--- config.mk ---
export PLATFORM = sky130hd
export DESIGN_NAME = adc_serial_front
export DESIGN_NICKNAME = d
export VERILOG_FILES = /design/src/rtl/adc_front_pkg.sv /design/src/rtl/edge_sync.sv /design/src/rtl/frame_ctrl.sv /design/src/rtl/shift_out.sv /design/src/rtl/adc_serial_front.sv
export SDC_FILE = /design/constraint.sdc
export NUM_CORES = 1
export LEC_CHECK = 0
export ABC_CLOCK_PERIOD_IN_PS = 5500
export BUFFER_PORTS_ARGS = -buffer_cell sky130_fd_sc_hd__buf_2
export CAP_MARGIN = 25
export CORE_ASPECT_RATIO = 0.5
export CORE_MARGIN = 1.5
export CORE_UTILIZATION = 60
export DETAILED_ROUTE_END_ITERATION = 16
export HOLD_SLACK_MARGIN = 0.15
export PLACE_DENSITY = 0.88
export SKIP_CTS_REPAIR_TIMING = 1
export SKIP_LAST_GASP = 1
export SLEW_MARGIN = 20
export SYNTH_ARGS = -nofsm -noshare
export SYNTH_HDL_FRONTEND = slang
export SYNTH_SLANG_ARGS = --single-unit
--- constraint.sdc ---
create_clock -name clk -period 5.5 [get_ports clk]
set_input_delay 0.275 -clock clk [delete_from_list [all_inputs] [get_ports clk]]
set_output_delay 0.275 -clock clk [all_outputs]
set_load 0.01 [all_outputs]
--- src/rtl/adc_front_pkg.sv ---
package adc_front_pkg;

  typedef enum logic [1:0] {
    PM_SHUT = 2'd0,
    PM_WAKE = 2'd1,
    PM_NORM = 2'd2
  } pwrMode_e;

  typedef struct packed {
    logic load;     // capture sample, enable output
    logic shift;    // advance to the next serial bit
    logic release_; // disable output
  } dpStrobe_t;

endpackage

--- src/rtl/edge_sync.sv ---
module edge_sync #(
  parameter int W = 2,
  parameter logic [W-1:0] RST_VAL = '1
) (
  input  logic         clk,
  input  logic         rst,
  input  logic [W-1:0] rawIn,
  output logic [W-1:0] riseOut,
  output logic [W-1:0] fallOut
);

  for (genvar i = 0; i < W; i++) begin : g_bit
    logic meta, stable, prior;
    always_ff @(posedge clk) begin
      if (rst) begin
        meta   <= RST_VAL[i];
        stable <= RST_VAL[i];
        prior  <= RST_VAL[i];
      end else begin
        meta   <= rawIn[i];
        stable <= meta;
        prior  <= stable;
      end
    end
    assign riseOut[i] = stable & ~prior;
    assign fallOut[i] = ~stable & prior;
  end

endmodule

--- src/rtl/frame_ctrl.sv ---
module frame_ctrl
  import adc_front_pkg::*;
#(
  parameter int FRAME_FALLS  = 16,
  parameter int TRACK_RISE   = 13,
  parameter int SHUT_LO      = 2,
  parameter int SHUT_HI      = 10,
  parameter bit RESET_NORMAL = 1'b1
) (
  input  logic      clk,
  input  logic      rst,
  input  logic      csFall,
  input  logic      csRise,
  input  logic      sclkFall,
  input  logic      sclkRise,
  output dpStrobe_t strb,
  output logic      tracking,
  output logic      modeNormal,
  output logic      frameValid
);

  localparam int CNT_W  = $clog2(FRAME_FALLS + 1);
  localparam int RISE_W = $clog2(TRACK_RISE + 1);
  localparam logic [CNT_W-1:0]  FALL_END = CNT_W'(FRAME_FALLS);
  localparam logic [CNT_W-1:0]  LO_CNT   = CNT_W'(SHUT_LO);
  localparam logic [CNT_W-1:0]  HI_CNT   = CNT_W'(SHUT_HI);
  localparam logic [RISE_W-1:0] RISE_END = RISE_W'(TRACK_RISE);

  logic              active;
  logic [CNT_W-1:0]  fallCnt, fallNext;
  logic [RISE_W-1:0] riseCnt;
  pwrMode_e          mode, modeOnRise;
  logic              countFall, frameEnd;

  assign countFall = active && sclkFall && (fallCnt < FALL_END);
  assign fallNext  = fallCnt + CNT_W'(countFall);
  assign frameEnd  = countFall && (fallNext == FALL_END);

  assign strb.load     = csFall;
  assign strb.shift    = countFall && (fallNext < FALL_END);
  assign strb.release_ = active && (csRise || frameEnd);

  // Decision uses the count including a fall seen in this same cycle
  always_comb begin
    unique case (mode)
      PM_NORM: modeOnRise = (fallNext >= LO_CNT && fallNext < HI_CNT) ? PM_SHUT : PM_NORM;
      PM_WAKE: modeOnRise = (fallNext >= HI_CNT) ? PM_NORM : PM_SHUT;
      default: modeOnRise = PM_SHUT;
    endcase
  end

  always_ff @(posedge clk) begin
    if (rst) begin
      active     <= 1'b0;
      fallCnt    <= '0;
      riseCnt    <= '0;
      mode       <= RESET_NORMAL ? PM_NORM : PM_SHUT;
      tracking   <= 1'b1;
      frameValid <= 1'b0;
    end else if (csFall) begin
      active     <= 1'b1;
      fallCnt    <= '0;
      riseCnt    <= '0;
      tracking   <= 1'b0;
      frameValid <= (mode == PM_NORM);
      if (mode == PM_SHUT) mode <= PM_WAKE;
    end else if (active) begin
      fallCnt <= fallNext;
      if (sclkRise && riseCnt < RISE_END) begin
        riseCnt <= riseCnt + 1'b1;
        if (riseCnt == RISE_END - 1'b1) tracking <= 1'b1;
      end
      if (csRise) begin
        active   <= 1'b0;
        tracking <= 1'b1;
        mode     <= modeOnRise;
      end else begin
        if (mode == PM_WAKE && fallNext >= HI_CNT) mode <= PM_NORM;
        if (frameEnd) active <= 1'b0;
      end
    end
  end

  assign modeNormal = (mode == PM_NORM);

endmodule

--- src/rtl/shift_out.sv ---
module shift_out
  import adc_front_pkg::*;
#(
  parameter int DATA_W     = 12,
  parameter int LEAD_ZEROS = 3
) (
  input  logic              clk,
  input  logic              rst,
  input  dpStrobe_t         strb,
  input  logic [DATA_W-1:0] sampleIn,
  output logic              sdataOut,
  output logic              sdataEn
);

  localparam int FRAME_BITS = LEAD_ZEROS + DATA_W + 1;

  logic [FRAME_BITS-1:0] shreg;

  always_ff @(posedge clk) begin
    if (rst) begin
      shreg   <= '0;
      sdataEn <= 1'b0;
    end else if (strb.load) begin
      shreg   <= {{LEAD_ZEROS{1'b0}}, sampleIn, 1'b0};
      sdataEn <= 1'b1;
    end else if (strb.release_) begin
      sdataEn <= 1'b0;
    end else if (strb.shift) begin
      shreg <= shreg << 1;
    end
  end

  assign sdataOut = sdataEn & shreg[FRAME_BITS-1];

endmodule

--- src/rtl/adc_serial_front.sv ---
module adc_serial_front
  import adc_front_pkg::*;
#(
  parameter int DATA_W       = 12,
  parameter int LEAD_ZEROS   = 3,
  parameter int TRACK_RISE   = 13,
  parameter int SHUT_LO      = 2,
  parameter int SHUT_HI      = 10,
  parameter bit RESET_NORMAL = 1'b1
) (
  input  logic              clk,
  input  logic              rst,
  input  logic              csN,
  input  logic              sclk,
  input  logic [DATA_W-1:0] sampleIn,
  output logic              sdataOut,
  output logic              sdataEn,
  output logic              tracking,
  output logic              modeNormal,
  output logic              resultValid
);

  localparam int FRAME_FALLS = LEAD_ZEROS + DATA_W + 1;

  logic [1:0] riseV, fallV;
  logic       csRiseS, csFallS, sclkRiseS, sclkFallS;
  dpStrobe_t  strb;

  edge_sync #(.W(2), .RST_VAL(2'b11)) u_sync (
    .clk(clk), .rst(rst), .rawIn({csN, sclk}),
    .riseOut(riseV), .fallOut(fallV)
  );

  assign csRiseS   = riseV[1];
  assign csFallS   = fallV[1];
  assign sclkRiseS = riseV[0];
  assign sclkFallS = fallV[0];

  frame_ctrl #(
    .FRAME_FALLS(FRAME_FALLS), .TRACK_RISE(TRACK_RISE),
    .SHUT_LO(SHUT_LO), .SHUT_HI(SHUT_HI), .RESET_NORMAL(RESET_NORMAL)
  ) u_ctrl (
    .clk(clk), .rst(rst),
    .csFall(csFallS), .csRise(csRiseS),
    .sclkFall(sclkFallS), .sclkRise(sclkRiseS),
    .strb(strb), .tracking(tracking),
    .modeNormal(modeNormal), .frameValid(resultValid)
  );

  shift_out #(.DATA_W(DATA_W), .LEAD_ZEROS(LEAD_ZEROS)) u_dp (
    .clk(clk), .rst(rst), .strb(strb), .sampleIn(sampleIn),
    .sdataOut(sdataOut), .sdataEn(sdataEn)
  );

endmodule

# Word-level counts from Yosys, hierarchy flattened
# Cells that the tools add are included.
# totals
regBits	36
latch_bits	0
ram_bits	0
mem_bits_ro	0
out_inout_bits	5
n_memories	0
# op_classes
add_sub_neg	2
mul	0
div	0
n_lt_le_gt_ge	6
eq_ne	6
shifts	0
muxes	22
n_bitwise	10
n_reduce_logical	22
# op_table
op	count
13-bit 2-to-1 mux	3
2-bit 2-to-1 mux	7
1-bit 2-to-1 mux	11
5-bit less-than comparator, second input constant	2
3-bit nonzero test	3
1-bit logical AND	8
2-bit AND reduction	3
3-bit AND reduction	2
2-bit nonzero test	3
5-bit by 1-bit adder with 5-bit output	1
1-bit bitwise AND	5
5-bit equality test, second input constant	1
5-bit by 2-bit greater-or-equal comparator with 1-bit output, second input constant	1
5-bit by 4-bit greater-or-equal comparator with 1-bit output, second input constant	1
5-bit by 4-bit less-than comparator with 1-bit output, second input constant	1
1-bit NOT	5
4-bit by 1-bit adder with 4-bit output, second input constant	1
4-bit equality test, second input constant	1
4-bit less-than comparator, second input constant	1
2-bit one-hot mux with 2 select lines	1
2-bit by 1-bit equality test with 1-bit output, second input constant	1
2-bit equality test, second input constant	1
2-bit zero test	1
2-bit by 1-bit inequality test with 1-bit output, second input constant	1
other kinds (3)	3

# Depth between registers and ports, before layout
# Gate-level depths: netlist of run 1.
# depth
depth_word	12
ltp_mapped	11
mapped_depth_nobuf	9

# Cells and area by module
# From an unflattened synthesis of run 1, not the netlist that was laid out.
# unflattened
cells_unflattened	207
area_unflattened_um2	1969.4
# by_module_without_submodules
module	n_inst	cells_each	area_each_um2	seq_area_each_um2
frame_ctrl	1	109	955.9	280.3
shift_out	1	82	830.8	320.3
edge_sync	1	16	182.7	120.1

# Least setup slack after synthesis of run 1
# OpenSTA, ideal clock, no wires.
# synth_path
path_kind	reg2reg
startpoint	reg u_ctrl.active
endpoint	reg u_ctrl.mode[1]
arrival_time_ns	2.142
t_required_ns	5.366
setup_slack_ns	3.223
path_stages_with_launch	11
path_buffers	1
synth_period_minus_slack_ns	2.277
cell_sequence	dfxtp_1 buf_6 inv_4 nor4b_4 ha_1 ha_1 nand3_1 xnor2_1 o21bai_1 a2111oi_0 a31oi_1
# synth_between
elab_chain_cells	10
elab_cells_between_ends	17
cone_classes	1 x add/sub; 3 x order compare; 6 x mux; 7 x reduce/logical
# synth_rtl
element	line_no	source
start, declared	frame_ctrl.sv:29	logic active;
start signal, assigned	frame_ctrl.sv:54	active <= 1'b0;
start signal, assigned	frame_ctrl.sv:61	active <= 1'b1;
start signal, assigned	frame_ctrl.sv:74	active <= 1'b0;
1-bit logical AND (2 in a row)	frame_ctrl.sv:35	assign countFall = active && sclkFall && (fallCnt < FALL_END);
5-bit by 1-bit adder with 5-bit output	frame_ctrl.sv:36	assign fallNext = fallCnt + CNT_W'(countFall);
5-bit by 2-bit greater-or-equal comparator with 1-bit output / 5-bit by 4-bit less-than comparator with 1-bit output (equally long branches)	frame_ctrl.sv:46	PM_NORM: modeOnRise = (fallNext >= LO_CNT && fallNext < HI_CNT) ? PM_SHUT : PM_NORM;
1-bit logical AND	frame_ctrl.sv:46	
2-bit 2-to-1 mux	frame_ctrl.sv:46	
2-bit one-hot mux with 2 select lines	frame_ctrl.sv:45	unique case (mode)
2-bit 2-to-1 mux	frame_ctrl.sv:73	if (csRise) begin
2-bit 2-to-1 mux	frame_ctrl.sv:67	end else if (active) begin
2-bit 2-to-1 mux	frame_ctrl.sv:60	end else if (csFall) begin
end signal, assigned	frame_ctrl.sv:57	mode <= RESET_NORMAL ? PM_NORM : PM_SHUT;
end signal, assigned	frame_ctrl.sv:76	mode <= modeOnRise;
end, declared	frame_ctrl.sv:32	pwrMode_e mode, modeOnRise;
# Parallel ways exist; a longest one is shown, timed or not. The select of a mux whose other input is x is not followed.
# A chain may end at the register's enable or synchronous reset.

# Worst setup path in the final report of run 1
# Same ends and word-level chain as after synthesis.

==> run metrics, run 1 <==
unrepaired setup endpoints after global routing=no; reg-to-reg critical path endpoint=u_ctrl.mode[1]; number of distinct library cell variants in the gate-level netlist after synthesis=42; depth of the worst register-to-register path=9; total number of nets in the final design=224; number of design-rule violations left by the first detailed-router iteration=33; DPL Wire Length=2100 um; Max FO, Critical Path=10; path type of the worst setup path=flop to flop; clock slew at the register clock pins of the worst setup and hold paths=0.07 ns; setup TNS=0 ns; DRC violations left=0; synthesis warning total=0; cell count of the worst hold path=2; number of vias in the routed layout=1,272; Hold Crit Class=input pin to flop; global placement routability congestion=0.774; drt pass-1 iters=4; largest family of logic cells by synthesized area=simple AND/OR/NAND/NOR gates; adder-cell area share of the yosys netlist=5.78%; Reg2Reg Launch Point=u_ctrl.active; reg2reg setup slack=2.80 ns; total power of the final layout=0.536 mW; Crit path required time=5.67 ns; Final Setup Violations=0; non-filler cells, final=238; Power per Cell Area=282 mW/mm2; post-route clock skew=0.00427 ns; fraction of the mapped netlist area in compound gates=12.5%; capture endpoint of the worst hold path=u_sync.g_bit[1].meta; DRT Wirelength=3050 um; commonest cells after routing, fill and taps aside=36 x sky130_fd_sc_hd__dfxtp_1, 28 x sky130_fd_sc_hd__nor2_1, 20 x sky130_fd_sc_hd__buf_2, 17 x sky130_fd_sc_hd__mux2i_1; Mapped Avg Cell Area=9.35 um2; Placed Instances=230; leakage dissipation=0.881 nW; most frequent standard cell in the layout excluding fill and tap cells=sky130_fd_sc_hd__dfxtp_1; run status=completed; transition time at the pin with the least slew margin=0.929 ns; io pins=21; Buffers on Ports=20; clock latency on the worst-skew pair=0.29 ns; global-route wire length before repair=4850 um; core box area=0.00267 mm2; initial standard-cell utilization of the core=64.9%; TritonCTS clock tree=built; maximum clock frequency=0.370 GHz; routed wirelength normalized by instance count=12.8 um; ratio of routed vias to standard cells=5.34; simple-gate area share of the yosys netlist=19.8%; Antenna Violating Nets Remaining=0; die boundary width=78.9 um; worst relative slew slack=38.1%; buffers from clock root to sink, at most=2; global router's overall resource usage=21.3%; final cycle utilization of the critical path=49.1%; post-synthesis instance total=185; synthesized flop and latch total=36; XOR/XNOR Fraction of Synth Area=4.05%; max-slew violation count=0; total congestion overflow=0; max capacitance violation total=0; storage element area=721 um2; final-layout fill cell count=215; multi-input logic area=900 um2; proportion of synthesized area in mux cells=9.83%; number of buffers inserted during clock tree synthesis=5; cell chosen for the clock root=sky130_fd_sc_hd__clkbuf_8; Syn Nets=209; launch instance of the worst min-delay path=csN; post-synth design cell area=0.00173 mm2; startpoint kind of the worst setup timing path=flop; chip height=41.0 um; vias in the first global route=1,096; number of failing hold endpoints at the final stage=0; CP endpoint kind=flop; placed cell areas=0.00179 mm2; crit path from=u_ctrl.active; maximum level of the CTS H-tree=2; clock sink total=36; fin crit period=2.70 ns; peak supply drop=0.144 mV; Cell Rows=13; Antenna Diode Count=0; layout cell share with drive strength beyond 1=19.9%; initial antenna violation count=0; register area share after synthesis=41.6%; pin count of the biggest net entering global routing=28; post-route design area=0.00190 mm2; full die area=0.00323 mm2; arrival time at the worst endpoint=2.87 ns; final worst hold slack=0.159 ns; area growth from synthesis to layout=9.98%
cells by family (layout without fill, tap and decap cells):
family | count (synthesis) | in the layout
compound gates | 32 | 32
xor+xnor | 8 | 8
fa+ha+maj | 8 | 8
buf+inv | 18 | 34
flops | 36 | 36
mux | 17 | 17
simple gates | 66 | 66
per-stage QoR:
step	setup WS, ns	util, %
2_1_floorplan	3.22	-
3_3_place_gp	2.95	67.2
3_5_place_dp	2.83	67.2
4_1_cts	2.81	71.3
5_1_grt	2.54	71.3
6_report	2.80	71.3
critical path, cell delays in order, from the launching register on:
cell and delay, ns:
sky130_fd_sc_hd__dfxtp_1 0.59, sky130_fd_sc_hd__inv_4 0.07, sky130_fd_sc_hd__nor4b_4 0.35, sky130_fd_sc_hd__ha_1 0.28, sky130_fd_sc_hd__ha_1 0.27, sky130_fd_sc_hd__nand3_1 0.15
sky130_fd_sc_hd__xnor2_1 0.18, sky130_fd_sc_hd__o21bai_1 0.21, sky130_fd_sc_hd__a2111oi_0 0.39, sky130_fd_sc_hd__a31oi_1 0.07
how the worst max path moves through the flow:
stage,endpoint,slack (ns)
after floorplan,u_ctrl.mode[1],3.22
after global placement,u_ctrl.mode[1],2.95
after detailed placement,u_ctrl.mode[1],2.83
after CTS,u_dp.shreg[5],2.81
after global routing,u_ctrl.mode[1],2.54
final,u_ctrl.mode[1],2.80
routing by layer:
| layer | track usage, % | share of wire (%) |
|---|---|---|
| met1 | 25.7 | 49 |
| met3 | 7.56 | 3.3 |
| met2 | 34.9 | 46 |
| met4 | 12.3 | 1.5 |
| met5 | 0 | 0 |
where the power goes:
part / switching (mW) / leakage [nW] / internal (mW) / total (mW)
registers: 0.00568 / 0.293 / 0.269 / 0.274
logic: 0.0155 / 0.533 / 0.0135 / 0.0290
clock network: 0.0988 / 0.0541 / 0.134 / 0.233
final cells by class:
class | instances | share of cell area, %
flip-flops and latches | 36 | 37.9
inverters | 6 | 1.31
well taps | 37 | 2.43
repair buffers | 20 | 5.26
clock buffers | 5 | 3.62
clock inverters | 3 | 2.24
multi-input cells | 131 | 47.3
synthesized netlist by cell type, drive strengths merged:
cell type   n  share of area, %
and3        2              0.80
a41oi       1              0.51
clkbuf      5               1.2
xnor2       2               1.0
nand2      11               2.4
nand3       3              0.87
nor2       28               6.1
and2        1              0.36
and4        1              0.51
or3         1              0.36
o21ai       3              0.87
and2b       1              0.51
a21oi       8               2.3
dfxtp      36                42
buf         7               3.8
nand3b      1              0.65
nand2b      3               1.1
a31oi       1              0.36
a2111oi     1              0.51
o22ai       1              0.36
or2         7               2.5
a21o        1              0.43
nor4b       1               1.4
inv         6               1.4
o21bai      1              0.43
a211o       1              0.51
nand4       3               1.1
ha          8               5.8
o211a       1              0.58
nor2b       2              0.72
mux2i      17               9.8
o31ai       1              0.43
xor2        6               3.0
and3b       1              0.51
a21boi      1              0.43
a211oi     11               4.8
state kept, by name (all words and copies together) (netlist names), 2 cells and up:
register and flops:
u_sync.g_bit.prior 2, u_ctrl.fallCnt 5, u_ctrl.riseCnt 4, u_dp.shreg 15, u_sync.g_bit.stable 2, u_sync.g_bit.meta 2
u_ctrl.mode 2
(Power assumes the default switching activity.)
==> inputs of run 2 (changes only) <==
- ABC_CLOCK_PERIOD_IN_PS: 5500 -> 2500
- CORE_UTILIZATION: 60 -> 57
- PLACE_DENSITY: 0.88 -> 0.84
- clock period: 5.5 -> 2.5 ns (I/O delays scaled with it)
==> run 2 against run 1 <==
Global-route usage down 0.47 points. Critical path depth down 1. Die area up 5.0%. Combinational power rose to 2.7 times the previous value.
==> run metrics, run 2 (synthesized netlist as in run 1, its figures left out) <==
total congestion overflow=0; DRT Wirelength=3430 um; initial antenna violation count=0; global-route wire length before repair=5390 um; TritonCTS clock tree=built; run status=completed; cell chosen for the clock root=sky130_fd_sc_hd__clkbuf_8; register ranked first by flip-flop count=u_dp.shreg; Cell Rows=13; leakage dissipation=0.920 nW; Comb pwr share=6.6%; number of vias in the routed layout=1,368; Power per Cell Area=592 mW/mm2; Crit path required time=2.70 ns; net switching power=0.260 mW; global placement routability congestion=0.810; max-slew violation count=0; placed cell areas=0.00181 mm2; layout cell share with drive strength beyond 1=21.3%; post-route design area=0.00200 mm2; DPL Wire Length=2130 um; launch instance of the worst min-delay path=sampleIn[5]; Int Power=0.925 mW; final cycle utilization of the critical path=93.8%; reg-to-reg critical path endpoint=u_dp.shreg[2]; Hold Crit Class=input pin to flop; total number of nets in the final design=234; proportion of total power due to net switching=21.9%; maximum clock frequency=0.427 GHz; Antenna Diode Count=0; DRC violations left=0; top flop regs=u_dp.shreg (15), u_ctrl.fallCnt (5), u_ctrl.riseCnt (4); die boundary width=80.9 um; capture endpoint of the worst hold path=u_dp.shreg[6]; unrepaired setup endpoints after global routing=yes; initial standard-cell utilization of the core=63.3%; clock sink total=36; Reg2Reg Launch Point=u_ctrl.active; full die area=0.00340 mm2; Max FO, Critical Path=15; clock power share=42.6%; CP endpoint kind=flop; drt pass-1 iters=4; post-route clock skew=0.00378 ns; arrival time at the worst endpoint=2.55 ns; routed wirelength normalized by instance count=13.8 um; max capacitance violation total=0; worst relative slew slack=65.8%; core box area=0.00273 mm2; chip height=42.0 um; path type of the worst setup path=flop to flop; clock latency on the worst-skew pair=0.29 ns; maximum level of the CTS H-tree=2; Reg power frac=50.8%; total power of the final layout=1.19 mW; Buffers on Ports=20; buffers from clock root to sink, at most=2; Final Setup Violations=0; ratio of routed vias to standard cells=5.52; peak supply drop=0.360 mV; Antenna Violating Nets Remaining=0; cell count of the worst hold path=3; io pins=21; fin crit period=2.34 ns; transition time at the pin with the least slew margin=0.510 ns; most frequent standard cell in the layout excluding fill and tap cells=sky130_fd_sc_hd__dfxtp_1; number of buffers inserted during clock tree synthesis=5; number of design-rule violations left by the first detailed-router iteration=54; number of failing hold endpoints at the final stage=0; depth of the worst register-to-register path=8; area growth from synthesis to layout=15.8%; pin count of the biggest net entering global routing=27; global router's overall resource usage=20.9%; max reg flops=15; clock slew at the register clock pins of the worst setup and hold paths=0.07 ns; commonest cells after routing, fill and taps aside=36 x sky130_fd_sc_hd__dfxtp_1, 28 x sky130_fd_sc_hd__nor2_1, 20 x sky130_fd_sc_hd__buf_2, 17 x sky130_fd_sc_hd__mux2i_1; vias in the first global route=1,185; startpoint kind of the worst setup timing path=flop; reg2reg setup slack=0.16 ns
[run 2: power groups by stage]
stage	registers [mW]	logic [mW]	clock network (mW)
after detailed placement	0.614	0.0671	0
after CTS	0.601	0.0678	0.511
after global placement	0.613	0.0655	0
after floorplan	0.612	0.0478	0
after global routing	0.604	0.0858	0.541
final	0.602	0.0777	0.505
[run 2: area by class of cell]
cell class	count	area, um2
multi-input combinational	131	911
tap	37	46.3
fill	195	729
inverter	6	25.0
clock inverter	2	35.0
sequential	36	721
clock buffer	6	72.6
timing repair buffer	30	193
[run 2: critical path, stage by stage, from the launching register on]
cell,delay (ns)
sky130_fd_sc_hd__dfxtp_1,0.40
sky130_fd_sc_hd__inv_4,0.06
sky130_fd_sc_hd__nor4b_4,0.28
sky130_fd_sc_hd__ha_2,0.29
sky130_fd_sc_hd__ha_2,0.23
sky130_fd_sc_hd__nand3_1,0.14
sky130_fd_sc_hd__nand3b_2,0.43
sky130_fd_sc_hd__mux2i_1,0.15
sky130_fd_sc_hd__a211oi_1,0.26
[run 2: routing by layer]
metal  vias up  global-route usage, %  wire length, um  share of wire, %
met1       637                   28.3             1660                48
met3         5                   6.59              143               4.2
met2        35                   31.5             1600                47
met5         -                      0                0                 0
met4         0                   6.55               27              0.79
li1        691                      -                -                 -
[run 2: how the worst max path moves through the flow]
stage,slack (ns),cells after the start,start,to
detailed placement,0.06,9,u_ctrl.active,u_ctrl.mode[1]
CTS,0.05,9,u_ctrl.active,u_ctrl.mode[1]
finish,0.16,8,u_ctrl.active,u_dp.shreg[2]
global placement,0.20,9,u_ctrl.active,u_ctrl.mode[1]
global route,-0.05,8,u_ctrl.active,u_dp.shreg[9]
floorplan,0.22,10,u_ctrl.active,u_ctrl.mode[1]
[run 2: per-stage QoR]
step | cells | hold slack (ns) | util (%) | TNS, ns | worst slack, ns
global placement | 232 | 0.306 | 66.1 | 0 | 0.199
detailed placement | 232 | 0.313 | 66.1 | 0 | 0.0649
global route | 248 | 0.153 | 73.3 | -0.212 | -0.0477
finish | 248 | 0.113 | 73.3 | 0 | 0.156
floorplan | 185 | 0.229 | - | 0 | 0.223
CTS | 240 | 0.0107 | 70.1 | 0 | 0.0456
==> inputs of run 3 (changes only) <==
- CORE_MARGIN: 1.5 -> 8
==> run 3 against run 2 <==
Critical path depth unchanged. Sequential cell count did not move. Fmax is 1.4% lower. Combinational power up 4.6%. First-iteration DRC count up 96%. Critical path type unchanged. Critical endpoint is now u_ctrl.mode[1]. Largest power group unchanged.
==> run metrics, run 3 (synthesized netlist as in run 1, its figures left out) <==
run status=completed; full die area=0.00516 mm2; multi-input logic area=915 um2; Reg2Reg Launch Point=u_ctrl.fallCnt[4]; core box area=0.00294 mm2; worst relative slew slack=66.1%; maximum level of the CTS H-tree=2; final-layout fill cell count=219; total congestion overflow=0; Antenna Diode Count=0; area growth from synthesis to layout=18.4%; total number of nets in the final design=238; routed wirelength normalized by instance count=13.5 um; non-filler cells, final=255; Cell Rows=14; launch instance of the worst min-delay path=sampleIn[8]; global-route wire length before repair=5560 um; number of design-rule violations left by the first detailed-router iteration=106; global router's overall resource usage=13.9%; pin count of the biggest net entering global routing=27; post-route clock skew=0.00533 ns; vias in the first global route=1,289; path type of the worst setup path=flop to flop; max reg flops=15; storage element area=721 um2; clock sink total=36; most frequent standard cell in the layout excluding fill and tap cells=sky130_fd_sc_hd__dfxtp_1; fin crit period=2.38 ns; initial standard-cell utilization of the core=58.8%; cell chosen for the clock root=sky130_fd_sc_hd__clkbuf_8; DRC violations left=0; max capacitance violation total=0; Final Setup Violations=0; crit path from=u_ctrl.fallCnt[4]; TritonCTS clock tree=built; DPL Wire Length=2200 um; top flop regs=u_dp.shreg (15), u_ctrl.fallCnt (5), u_ctrl.riseCnt (4); ratio of routed vias to standard cells=5.32; clock slew at the register clock pins of the worst setup and hold paths=0.07 ns; io pins=21; number of buffers inserted during clock tree synthesis=5; max-slew violation count=0; number of vias in the routed layout=1,356; DRT Wirelength=3450 um; buffers from clock root to sink, at most=2; Placed Instances=235; leakage dissipation=0.939 nW; Buffers on Ports=20; layout cell share with drive strength beyond 1=20.9%; number of failing hold endpoints at the final stage=0; global placement routability congestion=0.790; transition time at the pin with the least slew margin=0.508 ns; drt pass-1 iters=5; initial antenna violation count=0; maximum clock frequency=0.421 GHz; Crit path required time=2.67 ns; die boundary width=93.9 um; total power of the final layout=1.18 mW; peak supply drop=0.309 mV; Max FO, Critical Path=6; CP endpoint kind=flop; register ranked first by flip-flop count=u_dp.shreg; Hold Crit Class=input pin to flop; Antenna Violating Nets Remaining=0; clock latency on the worst-skew pair=0.29 ns; Power per Cell Area=577 mW/mm2; arrival time at the worst endpoint=2.54 ns; startpoint kind of the worst setup timing path=flop; final cycle utilization of the critical path=95.0%; chip height=55.0 um; commonest cells after routing, fill and taps aside=36 x sky130_fd_sc_hd__dfxtp_1, 28 x sky130_fd_sc_hd__nor2_1, 20 x sky130_fd_sc_hd__buf_2, 17 x sky130_fd_sc_hd__mux2i_1
[run 3: changes by cell type in the layout (fill, tap and decap cells not counted), sizes merged]
cell / change
dlygate4sd3: +3
buf: +1
[run 3: path summary, 6_finish.rpt]
path,to,slack (ns),cells past startpoint
setup reg to reg,u_ctrl.mode[1],0.12,8
setup / recovery,u_ctrl.mode[1],0.12,8
hold / removal,u_dp.shreg[9],0.12,3
hold reg to reg,u_sync.g_bit[1].stable,0.43,1
[run 3: through the flow]
stage	utilization (%)	area (um2)	setup slack (ns)	hold WS [ns]	setup TNS, ns
2_1_floorplan	-	1730	0.223	0.229	0
3_3_place_gp	61.5	1810	0.199	0.307	0
3_5_place_dp	61.5	1810	0.0669	0.312	0
4_1_cts	65.2	1920	0.0718	0.0134	0
5_1_grt	69.6	2050	-0.0316	0.154	-0.0316
6_report	69.6	2050	0.124	0.117	0
[run 3: area by class of cell]
type	count	share of cell area [%]
Clock buffer	6	3.54
Clock inverter	2	1.71
Inverter	6	1.22
Multi-Input combinational cell	131	44.7
Sequential cell	36	35.2
Tap cell	40	2.44
Timing Repair Buffer	34	11.2
[run 3: routing by layer]
| metal | GRT usage [%] | up-vias | part of all wire (%) |
|---|---|---|---|
| met3 | 4.17 | 6 | 4.1 |
| met1 | 15.9 | 629 | 47 |
| met5 | 0 | - | 0 |
| met2 | 23.8 | 29 | 48 |
| met4 | 8.05 | 0 | 1.6 |
| li1 | - | 692 | - |
[run 3: critical path, cell delays in order, from the launching register on]
cell	delay [ns]
sky130_fd_sc_hd__dfxtp_1	0.37
sky130_fd_sc_hd__nor4b_4	0.33
sky130_fd_sc_hd__ha_2	0.28
sky130_fd_sc_hd__ha_2	0.24
sky130_fd_sc_hd__nand3_1	0.17
sky130_fd_sc_hd__xnor2_1	0.19
sky130_fd_sc_hd__o21bai_1	0.22
sky130_fd_sc_hd__a2111oi_1	0.37
sky130_fd_sc_hd__a31oi_1	0.08
[run 3: where the power goes]
| part | leakage [nW] | internal, mW | total, mW | switching (mW) |
|---|---|---|---|---|
| logic | 0.590 | 0.0421 | 0.0813 | 0.0393 |
| clock network | 0.0552 | 0.296 | 0.499 | 0.203 |
| registers | 0.293 | 0.591 | 0.602 | 0.0107 |
| total | 0.939 | 0.929 | 1.18 | 0.253 |
